[config.mk]
export PLATFORM = sky130hd
export DESIGN_NAME = cfg_pkt_decoder
export DESIGN_NICKNAME = d
export VERILOG_FILES = /design/src/rtl/cfg_pkt_decoder.sv
export SDC_FILE = /design/constraint.sdc
export NUM_CORES = 1
export LEC_CHECK = 0
export ABC_CLOCK_PERIOD_IN_PS = 5000
export BUFFER_PORTS_ARGS = -buffer_cell sky130_fd_sc_hd__buf_2
export CORE_ASPECT_RATIO = 0.5
export CORE_MARGIN = 5
export CORE_UTILIZATION = 58
export CTS_BUF_LIST = sky130_fd_sc_hd__clkbuf_8
export DETAILED_ROUTE_END_ITERATION = 10
export PLACE_DENSITY_LB_ADDON = 0.05
export SLEW_MARGIN = 10
export SYNTH_ARGS = -nofsm -noshare
export SYNTH_HDL_FRONTEND = slang
export SYNTH_SLANG_ARGS = --single-unit
export TNS_END_PERCENT = 10
[constraint.sdc]
create_clock -name clk -period 5 [get_ports clk]
set_clock_uncertainty 0.2 [all_clocks]
set_input_delay 1 -clock clk [delete_from_list [all_inputs] [get_ports clk]]
set_output_delay 1 -clock clk [all_outputs]
set_load 0.01 [all_outputs]
[src/rtl/cfg_pkt_decoder.sv]
module cfg_pkt_decoder #(
  parameter logic [5:0] REG_FAR  = 6'd1,
  parameter logic [5:0] REG_FDRI = 6'd3,
  parameter logic [5:0] REG_CMD  = 6'd5,
  parameter logic [15:0] CMD_WCFG = 16'h0001
) (
  input  logic        clk,
  input  logic        rst,
  input  logic        in_valid,
  input  logic [15:0] in_data,
  output logic        in_ready,
  output logic        far_major_valid,
  output logic [3:0]  far_block,
  output logic [3:0]  far_row,
  output logic [7:0]  far_column,
  output logic        far_minor_valid,
  output logic [9:0]  far_frame,
  output logic        far_bram,
  output logic        cmd_valid,
  output logic [15:0] cmd_code,
  output logic        wcfg_pulse,
  output logic        fd_valid,
  output logic [15:0] fd_data,
  output logic [31:0] fd_index,
  output logic        fd_done,
  output logic        err_flag
);
  localparam int CNT_W = 32;
  localparam logic [1:0] OP_WRITE = 2'd2;

  typedef enum logic [2:0] {S_HDR, S_PAY, S_WCH, S_WCL, S_FDAT} state_t;
  state_t st;

  logic [5:0]       reg_q;
  logic             wr_q;
  logic [4:0]       pos;
  logic [15:0]      wc_hi;
  logic [CNT_W-1:0] rem, idx;

  wire [2:0]       h_cls  = in_data[15:13];
  wire             h_wr   = in_data[12:11] == OP_WRITE;
  wire [5:0]       h_reg  = in_data[10:5];
  wire [4:0]       h_len  = in_data[4:0];
  wire             stream = wr_q && reg_q == REG_FDRI;
  wire             last   = rem == CNT_W'(1);
  wire [CNT_W-1:0] wcount = {wc_hi, in_data};

  assign in_ready = 1'b1;

  always_ff @(posedge clk) begin
    if (rst) begin
      st <= S_HDR;
      reg_q <= '0;
      wr_q <= 1'b0;
      pos <= '0;
      wc_hi <= '0;
      rem <= '0;
      idx <= '0;
      far_major_valid <= 1'b0;
      far_block <= '0;
      far_row <= '0;
      far_column <= '0;
      far_minor_valid <= 1'b0;
      far_frame <= '0;
      far_bram <= 1'b0;
      cmd_valid <= 1'b0;
      cmd_code <= '0;
      wcfg_pulse <= 1'b0;
      fd_valid <= 1'b0;
      fd_data <= '0;
      fd_index <= '0;
      fd_done <= 1'b0;
      err_flag <= 1'b0;
    end else begin
      far_major_valid <= 1'b0;
      far_minor_valid <= 1'b0;
      cmd_valid <= 1'b0;
      wcfg_pulse <= 1'b0;
      fd_valid <= 1'b0;
      fd_done <= 1'b0;
      if (in_valid) begin
        case (st)
          S_HDR: begin
            reg_q <= h_reg;
            wr_q <= h_wr;
            pos <= '0;
            idx <= '0;
            if (h_cls == 3'd1) begin
              rem <= CNT_W'(h_len);
              if (h_len != 5'd0)
                st <= (h_wr && h_reg == REG_FDRI) ? S_FDAT : S_PAY;
            end else if (h_cls == 3'd2) begin
              st <= S_WCH;
            end else begin
              err_flag <= 1'b1;
            end
          end
          S_PAY: begin
            if (wr_q && reg_q == REG_FAR && pos == 5'd0) begin
              far_major_valid <= 1'b1;
              far_block <= in_data[15:12];
              far_row <= in_data[11:8];
              far_column <= in_data[7:0];
            end
            if (wr_q && reg_q == REG_FAR && pos == 5'd1) begin
              far_minor_valid <= 1'b1;
              far_frame <= in_data[9:0];
              far_bram <= in_data[14];
            end
            if (wr_q && reg_q == REG_CMD) begin
              cmd_valid <= 1'b1;
              cmd_code <= in_data;
              wcfg_pulse <= in_data == CMD_WCFG;
            end
            pos <= pos + 5'd1;
            rem <= rem - CNT_W'(1);
            if (last) st <= S_HDR;
          end
          S_WCH: begin
            wc_hi <= in_data;
            st <= S_WCL;
          end
          S_WCL: begin
            rem <= wcount;
            st <= (wcount == '0) ? S_HDR : S_FDAT;
          end
          S_FDAT: begin
            if (stream) begin
              fd_valid <= 1'b1;
              fd_data <= in_data;
              fd_index <= idx;
              fd_done <= last;
            end
            idx <= idx + CNT_W'(1);
            rem <= rem - CNT_W'(1);
            if (last) st <= S_HDR;
          end
          default: st <= S_HDR;
        endcase
      end
    end
  end
endmodule

== After elaboration in Yosys (flattened, before gate mapping) ==
Cells that the tools add are included.

* $add $sub $neg: 3
* Equality and inequality tests: 18
* Muxes and demuxes: 15
* Bitwise gates (word level): 7
* Reduce and logical (&&, ||, !) cells: 29

{| class="wikitable"
|+ Operator list
! cell !! count
|-
| 32-bit case mux with 3 select lines || 1
|-
| 32-bit case mux with 2 select lines || 1
|-
| 32-bit by 1-bit adder with 32-bit output, second input constant || 1
|-
| 32-bit by 1-bit == test with 1-bit output, second input constant || 1
|-
| 32-bit logical NOT || 1
|-
| 32-bit two-way mux || 1
|-
| 32-bit by 1-bit subtractor with 32-bit output, second input constant || 1
|-
| 3-bit two-way mux || 6
|-
| 16-bit by 1-bit == test with 1-bit output, second input constant || 1
|-
| 3-bit AND reduction || 5
|-
| 6-bit by 2-bit == test with 1-bit output, second input constant || 2
|-
| 3-bit case mux with 4 select lines || 1
|-
| 5-bit case mux with 2 select lines || 1
|-
| 3-bit by 2-bit == test with 1-bit output, second input constant || 3
|-
| 2-bit AND reduction || 4
|-
| 4-bit AND reduction || 2
|-
| 4-bit OR reduction || 2
|-
| 1-bit NOT || 7
|-
| 3-bit by 1-bit == test with 1-bit output, second input constant || 2
|-
| 6-bit by 1-bit == test with 1-bit output, second input constant || 1
|-
| 6-bit by 3-bit == test with 1-bit output, second input constant || 1
|-
| 1-bit logical AND || 6
|-
| 3-bit inequality test, second input constant || 2
|-
| 3-bit OR reduction || 2
|-
| other kinds (13) || 17
|}

* Register bits: 193
* Input bits: 19
* Output and inout port bits: 99
* Logic and storage cells: 94

== Longest topological paths before layout ==
Gate-level depths: netlist (run 1).

* Depth after elaboration: 6
* Mapped depth: 9
* Mapped depth without buffers: 7

== Least setup slack after synthesis (run 1) ==
No wires, ideal clock.

* Path kind: input -> register
* Start point: input port in_valid
* End point: register idx[31]
* Library setup time: 70 ps
* Data arrival time: 2594 ps
* Required time: 4730 ps
* Setup slack: 2136 ps
* Cell stages on the path: 6
* Path buffers: 1
* Path through: or3b_4 -> or2_1 -> buf_6 -> or3_4 -> or4_1 -> a21oi_1

* Longest elaborated chain between the ends: 1

{| class="wikitable"
|+ Ends and longest elaborated chain
! what !! RTL line !! source
|-
| start: declaration || 9 || <nowiki>input logic in_valid,</nowiki>
|-
| 2-bit AND reduction (no line) || n/a ||
|-
| end signal: assignment || 134 || <nowiki>idx <= idx + CNT_W'(1);</nowiki>
|-
| end: declaration || 38 || <nowiki>logic [CNT_W-1:0] rem, idx;</nowiki>
|}

No other way between the ends.
A chain may end at the register's enable or synchronous reset.

== Worst setup path after layout (run 1) ==
* Start point: register rem[0]
* End point: register rem[30]

* Longest elaborated chain between the ends: 2

{| class="wikitable"
|+ Ends and longest elaborated chain
! what !! RTL line !! source
|-
| start: declaration || 38 ||
|-
| start signal: assignment || 89 || <nowiki>rem <= CNT_W'(h_len);</nowiki>
|-
| start signal: assignment || 116 || <nowiki>rem <= rem - CNT_W'(1);</nowiki>
|-
| start signal: assignment || 124 || <nowiki>rem <= wcount;</nowiki>
|-
| 32-bit by 1-bit subtractor with 32-bit output || 116, 135 ||
|-
| 32-bit case mux with 3 select lines || 82 || <nowiki>case (st)</nowiki>
|}

No other way between the ends.

==> results_dict.tcl, run 1 <==
set metrics [dict create \
    core_area_mm2 0.0143 \
    avgViaCountPerCell 5.84 \
    place_ws_ns 1.50 \
    ff2ff_setup_slack_ns 1.95 \
    hold_viol 0 \
    die_h_um 95.1 \
    syn-num-nets 1054 \
    fp.dieW_um 180 \
    cts_sinks 193 \
    avgSynthCellArea_um2 8.16 \
    cts-hold-fix-buffers 0 \
    worstHoldStart "fd_data[2]" \
    cp-end-kind "register" \
    register_area_mm2 0.00386 \
    slew_headroom_pct 24.2 \
    synth.most_common_cell "dfxtp_1" \
    dr.pass1.iters 5 \
    diodes 0 \
    critPathLaunchType "register" \
    worst_pin_slew_ns 1.14 \
    fmax_mhz 328 \
    hold_depth 2 \
    nNetsFinal 1124 \
    cts_inserted_buffers 17 \
    cp_max_fo 10 \
    maxCapViolations 0 \
    dp_hpwl_mm 14.8 \
    synth_area_leader_cell "dfxtp_1" \
    rsz0062_at_grt "false" \
    track_usage_pct 25.8 \
    layout-drive-gt1-share_pct 15.4 \
    clkTransAtPathRegs_ns 0.11 \
    ctsHtreeMaxLevel 4 \
    fin_tns_setup_ns 0 \
    area_delta_synth_final_pct 12.0 \
    cts_tree "done" \
    min_path_type "reg -> reg" \
    rows 31 \
    syn_inst 1029 \
    synth-edff-count 0 \
    rr_endpoint "rem[30]" \
    async_reset_ff_share_pct 0 \
    finalMaxSlewViolations 0 \
    initial_utilization_pct 58.6 \
    synth_commonest_cells "dfxtp_1 (193), nand2_1 (187), a21oi_1 (110)" \
    grt_max_degree 99 \
    insertion_delay_ns 0.47 \
    netlist_area_mm2 0.00839 \
    wl_per_cell_um 17.0 \
    num-fill-cells 1237 \
    period_share_pct 61.1 \
    gp_congestion 0.905 \
    grt_pass1_vias 6863 \
    dieArea_mm2 0.0171 \
    antenna_found_initial 0 \
    seq_area_frac_synth_pct 46.0 \
    ios 118 \
    detail_route.iter0.violations 755 \
    powerDensity_mw_per_mm2 307 \
    ir_drop_mv 0.193 \
    ys_top_cells_by_area "dfxtp_1 (46%), nand2_1 (8.4%), a21oi_1 (6.6%)" \
    numPortBuffers 116 \
    r2r-start "rem[0]" \
    yosys_warnings 0 \
    postRouteWirelength_mm 22.3 \
    netlist.area_leader.share_pct 46.0 \
    grt-ovfl-total 0 \
    reg2reg_depth 7 \
    ctsRootBufferMaster "clkbuf_8" \
    setup_viol 0 \
    clock_path_buffers 2 \
    crit_arrival_ns 3.17 \
    cts_resized 0 \
    ys_ff_latch 193 \
    status "completed" \
    fin_crit_ns 3.05 \
    setup_ws_ns 1.95 \
    synth_flop_cell "dfxtp_1" \
    ant_nets 0 \
    leakage_nw 3.83 \
    post_cts_buffers 0 \
    ys_types 63 \
    cp.required_ns 5.12 \
    drcViolationCount 0 \
    grt_pass1_wl_mm 36.1 \
    num_vias 7651 \
    multi_input_area_mm2 0.00417 \
    worstSetupPathType "reg -> reg" \
    whs_endpoint "fd_data[2]" \
]
placed cells by master, fill, tap and decap left out, drive strengths merged, types with 7 or more instances in the layout:
master and count:
and3 7, nor2 107, o21ai 32, inv 24, dfxtp 193, nor3 23, mux2i 45, nand3 30
nand4 25, nand2 187, xor2 11, or3 12, xnor2 21, buf 125, a31oi 7, nor4 29
a21oi 110, clkinv 7, clkbuf 17
worst max-delay path by stage:
stage	start	endpoint	slack, ns	cells past startpoint
floorplan	in_valid	idx[31]	2.14	6
global placement	in_valid	far_frame[6]	1.62	6
detailed placement	in_valid	rem[25]	1.50	7
CTS	rem[0]	rem[30]	1.99	7
global route	rem[0]	rem[24]	1.77	7
finish	rem[0]	rem[30]	1.95	7
routing by layer:
metal | part of all wire (%) | GRT usage (%) | up-vias
met4 | 2.3 | 8.62 | 0
met3 | 6.6 | 5.64 | 47
li1 | - | - | 3714
met1 | 45 | 34.6 | 3620
met5 | 0 | 0 | -
met2 | 46 | 42.0 | 270
state kept, by name, summed over array words and instances, names as in the netlist:
name and flops:
fd_done 1, st 3, fd_data 16, fd_index 32, err_flag 1, far_major_valid 1
far_minor_valid 1, cmd_code 16, far_block 4, rem 32, idx 32, pos 5
far_column 8, cmd_valid 1, far_frame 10, far_bram 1, fd_valid 1, wcfg_pulse 1
wc_hi 16, far_row 4, wr_q 1, reg_q 6
metrics by stage:
step	area, µm²	power, mW	hold WS, ns	utilization [%]	instances
2_1_floorplan	8390	1.81	0.232	-	1029
3_3_place_gp	9000	1.89	0.235	62.9	1278
3_5_place_dp	9000	1.89	0.240	62.9	1278
4_1_cts	9400	2.89	0.254	65.7	1310
5_1_grt	9400	2.99	0.269	65.7	1310
6_report	9400	2.88	0.251	65.7	1310
cell type report:
cell class / instances / area share [%]
Tap cell: 198 / 2.63
Inverter: 16 / 0.639
Clock buffer: 17 / 2.49
Multi-Input combinational cell: 746 / 44.3
Sequential cell: 193 / 41.1
Clock inverter: 15 / 1.80
Timing Repair Buffer: 125 / 7.05
critical path, stage by stage (launching register included):
cell	delay, ns
dfxtp_1	0.38
inv_1	0.12
ha_1	0.19
nor3b_2	0.62
nand4_1	0.59
nor4b_1	0.55
xnor2_1	0.17
o22ai_1	0.08
report_power, final:
part           internal (mW)  switching (mW)  leakage [nW]  total, mW
clock network          0.379           0.638         0.205       1.02
logic                 0.0891           0.199          2.07      0.288
registers               1.55          0.0244          1.56       1.58
logic make-up (layout without fill, tap and decap cells):
group           after synthesis  count (layout)  synth area share (%)
xor+xnor                     32              32                  3.34
compound gates              196             196                  13.6
fa+ha+maj                     6               6                 0.894
mux                          49              49                  5.90
simple gates                462             462                  25.9
other cells                   1               1                0.0447
flops                       193             193                  46.0
buf+inv                      90             173                  4.32
(Power assumes the default switching activity.)
==> run 2, diff against run 1 <==
--- a/config.mk
+++ b/config.mk
@@ -5,11 +5,11 @@
 export SDC_FILE = /design/constraint.sdc
 export NUM_CORES = 1
 export LEC_CHECK = 0
-export ABC_CLOCK_PERIOD_IN_PS = 5000
+export ABC_CLOCK_PERIOD_IN_PS = 2650
 export BUFFER_PORTS_ARGS = -buffer_cell sky130_fd_sc_hd__buf_2
 export CORE_ASPECT_RATIO = 0.5
 export CORE_MARGIN = 5
-export CORE_UTILIZATION = 58
+export CORE_UTILIZATION = 54
 export CTS_BUF_LIST = sky130_fd_sc_hd__clkbuf_8
 export DETAILED_ROUTE_END_ITERATION = 10
 export PLACE_DENSITY_LB_ADDON = 0.05
==> constraint.sdc (replaced) <==
create_clock -name clk -period 2.65 [get_ports clk]
set_clock_uncertainty 0.2 [all_clocks]
set_input_delay 0.53 -clock clk [delete_from_list [all_inputs] [get_ports clk]]
set_output_delay 0.53 -clock clk [all_outputs]
set_load 0.01 [all_outputs]
==> run 2 against run 1 <==
Net effect:
- critical path depth shrank 1
- total power up 89%
- worst setup slack lost 1.8 ns
- wire length rose by 3.2%
- non-clock buffer count increased by 44
- maximum frequency increased by 21%
- via count grew 1.0%
- first-iteration DRC count down 9.9%
- cell area up 3.5%
- critical path type unchanged
- highest routed layer unchanged
==> results_dict.tcl, run 2 (same netlist as run 1, synthesis figures left out) <==
set metrics [dict create \
    status "completed" \
    wl_per_cell_um 16.9 \
    crit_arrival_ns 2.70 \
    fin_tns_setup_ns 0 \
    cp_cell_sequence "or4_1, nor3b_1, buf_4, nand4b_1, a21oi_1, mux2_2" \
    dr.max_layer_used "met4" \
    worstHoldStart "in_data[2]" \
    ctsHtreeMaxLevel 4 \
    stdcell_area_mm2 0.00973 \
    cts_sinks 193 \
    powerDensity_mw_per_mm2 560 \
    slew_headroom_pct 57.2 \
    period_share_pct 95.6 \
    final_common_cell "dfxtp_1" \
    final_cell_mix "dfxtp_1 (193), nand2_1 (187), buf_2 (115)" \
    cp.required_ns 2.81 \
    post_cts_buffers 0 \
    dr.pass1.iters 5 \
    worst_pin_slew_ns 0.637 \
    dr_wl_met3_mm 1.34 \
    num-fill-cells 1421 \
    grt_pass1_vias 7339 \
    placed_area_mm2 0.00936 \
    dp_hpwl_mm 16.1 \
    slowest_delay_ns 0.59 \
    detail_route.iter0.violations 680 \
    fmax_mhz 395 \
    nNetsFinal 1168 \
    route.met2.wl_mm 10.6 \
    holdWs_ns 0.213 \
    die_h_um 98.2 \
    grt_max_degree 51 \
    post-route-util_pct 63.5 \
    slowest_stage "or4_1" \
    cts-hold-fix-buffers 0 \
    cp-end-kind "register" \
    postRouteWirelength_mm 23.0 \
    setup_viol 0 \
    setup_ws_ns 0.118 \
    startpoint "rem[24]" \
    grt_pass1_wl_mm 37.9 \
    cts_tree "done" \
    track_usage_pct 24.9 \
    numPortBuffers 116 \
    insertion_delay_ns 0.47 \
    worstSetupPathType "reg -> reg" \
    cts_inserted_buffers 17 \
    ant_nets 0 \
    initial_utilization_pct 54.7 \
    hold_viol 0 \
    ios 118 \
    rsz0062_at_grt "false" \
    finalMaxSlewViolations 0 \
    cp_max_fo 5 \
    dieArea_mm2 0.0183 \
    clkTransAtPathRegs_ns 0.10 \
    met1_length_mm 10.6 \
    critPathLaunchType "register" \
    diodes 0 \
    area_delta_synth_final_pct 16.0 \
    fin_crit_ns 2.53 \
    maxCapViolations 0 \
    r2r-start "rem[24]" \
    clock_path_buffers 2 \
    rows 32 \
    top_regs "fd_index: 32 flops, idx: 32 flops, rem: 32 flops" \
    gp_congestion 0.860 \
    layout-drive-gt1-share_pct 18.4 \
    place_ws_ns 0.0571 \
    antenna_found_initial 0 \
    fp.dieW_um 186 \
    ir_drop_mv 0.257 \
    drcViolationCount 0 \
    grt-ovfl-total 0 \
    leakage_nw 4.04 \
    min_path_type "in -> reg" \
    avgViaCountPerCell 5.68 \
    ctsRootBufferMaster "clkbuf_8" \
    cts_resized 0 \
    num_vias 7730 \
    core_area_mm2 0.0153 \
]
-- run 2: final timing paths --
kind / slack, ns / to / cells after the start
worst max-delay path: 0.12 / st[2] / 6
worst min-delay path: 0.21 / wc_hi[2] / 3
worst max register to register: 0.12 / st[2] / 6
worst min register to register: 0.25 / fd_index[15] / 2
-- run 2: metal layers --
metal / up-vias / track usage [%]
li1: 3791 / -
met1: 3661 / 33.8
met2: 249 / 40.6
met3: 29 / 4.93
met4: 0 / 7.27
met5: - / 0
-- run 2: power breakdown --
group | switching, mW | internal, mW | leakage [nW]
clock | 1.11 | 0.756 | 0.194
combinational | 0.392 | 0.218 | 2.29
sequential | 0.0377 | 2.93 | 1.56
-- run 2: worst max-delay path: cells and delay by family (launching register included) --
kind,cells,cell delay [ns]
AND/OR/NAND/NOR,3,1.04
flip-flops,1,0.37
multiplexers,1,0.36
AO/OA/AOI/OAI,1,0.29
buffers and inverters,1,0.17
-- run 2: layout make-up --
type / instances / area, µm² / share of cell area (%)
Multi-Input combinational cell: 746 / 4170 / 42.8
Sequential cell: 193 / 3860 / 39.7
Timing Repair Buffer: 169 / 1020 / 10.5
Tap cell: 204 / 255 / 2.62
Clock buffer: 17 / 234 / 2.40
Clock inverter: 15 / 136 / 1.40
Inverter: 16 / 60.1 / 0.617
-- run 2: per-stage QoR --
step                      total power [mW]  cells
after floorplan                       3.41   1029
after global placement                3.63   1328
after detailed placement              3.63   1328
after CTS                             5.48   1360
after global routing                  5.68   1360
final                                 5.45   1360
==> run 3, diff against run 2 <==
--- a/config.mk
+++ b/config.mk
@@ -12,7 +12,9 @@
 export CORE_UTILIZATION = 54
 export CTS_BUF_LIST = sky130_fd_sc_hd__clkbuf_8
 export DETAILED_ROUTE_END_ITERATION = 10
+export GPL_TIMING_DRIVEN = 0
 export PLACE_DENSITY_LB_ADDON = 0.05
+export SETUP_SLACK_MARGIN = 0.3
 export SLEW_MARGIN = 10
 export SYNTH_ARGS = -nofsm -noshare
 export SYNTH_HDL_FRONTEND = slang
==> run 3 against run 2 <==
Net effect:
- sequential share of layout area down 0.20 points
- largest power group unchanged
- critical path type unchanged
- worst setup slack gained 0.047 ns
- critical endpoint is now idx[31]
- largest cell class unchanged
- hold slack lost 0.018 ns
- cell area increased by 0.51%
- wire length up 5.3%
- sequential cell count did not move
- clock power grew 6%
- total power increased by 2.4%
- combinational power is 2% higher
- global-route usage up 1.2 points
==> results_dict.tcl, run 3 (same netlist as run 1, synthesis figures left out) <==
set metrics [dict create \
    status "completed" \
    dr.pass1.iters 6 \
    worstHoldStart "in_data[12]" \
    slowest_stage "or3b_4" \
    final_cell_mix "dfxtp_1 (193), nand2_1 (187), buf_2 (110)" \
    track_usage_pct 26.1 \
    ctsRootBufferMaster "clkbuf_8" \
    powerDensity_mw_per_mm2 570 \
    numPortBuffers 107 \
    worstSetupPathType "reg -> reg" \
    fp.dieW_um 186 \
    cts_sinks 193 \
    ctsHtreeMaxLevel 4 \
    rsz0062_at_grt "true" \
    die_h_um 98.2 \
    cp_num_buf_inv 2 \
    grt_pass1_vias 7560 \
    diodes 0 \
    fin_crit_ns 2.48 \
    holdWs_ns 0.195 \
    postRouteWirelength_mm 24.2 \
    insertion_delay_ns 0.48 \
    cp.required_ns 2.85 \
    rows 32 \
    cts_inserted_buffers 17 \
    core_area_mm2 0.0153 \
    final_common_cell "dfxtp_1" \
    cts_tree "done" \
    post-route-util_pct 63.8 \
    initial_utilization_pct 54.7 \
    ant_nets 0 \
    period_share_pct 93.8 \
    layout-drive-gt1-share_pct 17.1 \
    avgViaCountPerCell 5.72 \
    clock_path_buffers 2 \
    setup_viol 0 \
    dp_hpwl_mm 17.3 \
    worst_pin_slew_ns 0.703 \
    ios 118 \
    fmax_mhz 402 \
    cp_top_family "simple AND/OR/NAND/NOR gates" \
    grt_max_degree 20 \
    grt-ovfl-total 0 \
    ir_drop_mv 0.347 \
    leakage_nw 3.99 \
    gp_congestion 0.947 \
    p_total_mw 5.58 \
    dp_cells 1340 \
    stdcell_count 1379 \
    finalMaxSlewViolations 0 \
    antenna_found_initial 0 \
    hold_viol 0 \
    slowest_delay_ns 0.44 \
    cp_cell_sequence "buf_2, or3b_4, or2_1, buf_6, or3_4, or4_1, a21oi_1" \
    slew_headroom_pct 53.2 \
    crit_arrival_ns 2.69 \
    grt_pass1_wl_mm 39.4 \
    num_vias 7883 \
    cp-end-kind "register" \
    maxCapViolations 0 \
    clkTransAtPathRegs_ns 0.12 \
    critPathLaunchType "register" \
    dieArea_mm2 0.0183 \
    cp_max_fo 10 \
    top_regs "fd_index: 32 flops, idx: 32 flops, rem: 32 flops" \
    startpoint "st[1]" \
    detail_route.iter0.violations 649 \
    area_delta_synth_final_pct 16.6 \
    drcViolationCount 0 \
    wl_per_cell_um 17.6 \
    r2r-start "st[1]" \
    nNetsFinal 1188 \
    min_path_type "in -> reg" \
]
==> run 3: cell types whose count changed in the layout (fill, tap and decap cells not counted), sizes merged <==
cell,change
clkbuf,+63
clkinv,-2
buf,-43
inv,+1
==> run 3: final timing paths <==
path	end	slack (ns)	depth (start not counted)
worst min register to register	fd_index[19]	0.25	2
worst max-delay path	idx[31]	0.17	7
worst min-delay path	fd_data[12]	0.20	3
worst max register to register	idx[31]	0.17	7
==> run 3: timing repair <==
action,4_1_cts,5_1_grt
resized for setup,30,24
hold endpoints to repair,0,0
buffers inserted,8,0
hold buffers,0,0
pin swaps,6,0
setup endpoints to repair,91,130
==> run 3: per-stage QoR <==
| stage | setup slack (ns) | instance area [µm²] | TNS, ns |
|---|---|---|---|
| floorplan | 0.291 | 8390 | 0 |
| global placement | -0.326 | 9180 | -14.92 |
| detailed placement | -0.396 | 9180 | -18.25 |
| CTS | 0.118 | 9740 | 0 |
| global route | 0.0423 | 9780 | 0 |
| finish | 0.165 | 9780 | 0 |
==> run 3: worst reg2reg max path: stages (launching register included) <==
cell     delay (ns)
dfxtp_1        0.31
buf_2          0.18
or3b_4         0.44
or2_1          0.24
buf_6          0.14
or3_4          0.34
or4_1          0.41
a21oi_1        0.13
==> run 3: per-layer routing <==
| metal | track usage (%) | routed length [µm] | vias to the layer above | part of all wire (%) |
|---|---|---|---|---|
| met5 | 0 | 0 | - | 0 |
| met3 | 5.54 | 1880 | 35 | 7.7 |
| met4 | 7.55 | 325 | 0 | 1.3 |
| met2 | 43.0 | 11300 | 293 | 47 |
| met1 | 34.9 | 10800 | 3704 | 44 |
| li1 | - | - | 3851 | - |
==> run 3: cell type report <==
type / instances / area (µm²)
Buffer: 74 / 348
Timing Repair Buffer: 115 / 596
Multi-Input combinational cell: 746 / 4260
Clock buffer: 17 / 234
Tap cell: 204 / 255
Inverter: 16 / 60.1
Sequential cell: 193 / 3860
Clock inverter: 14 / 166
Fill cell: 1435 / 5550
==> run 3: power breakdown <==
| group | total [mW] | switching (mW) | internal (mW) | leakage [nW] |
|---|---|---|---|---|
| combinational | 0.625 | 0.417 | 0.208 | 2.23 |
| sequential | 2.97 | 0.0366 | 2.93 | 1.56 |
| clock | 1.98 | 1.19 | 0.792 | 0.197 |
| total | 5.58 | 1.65 | 3.93 | 3.99 |
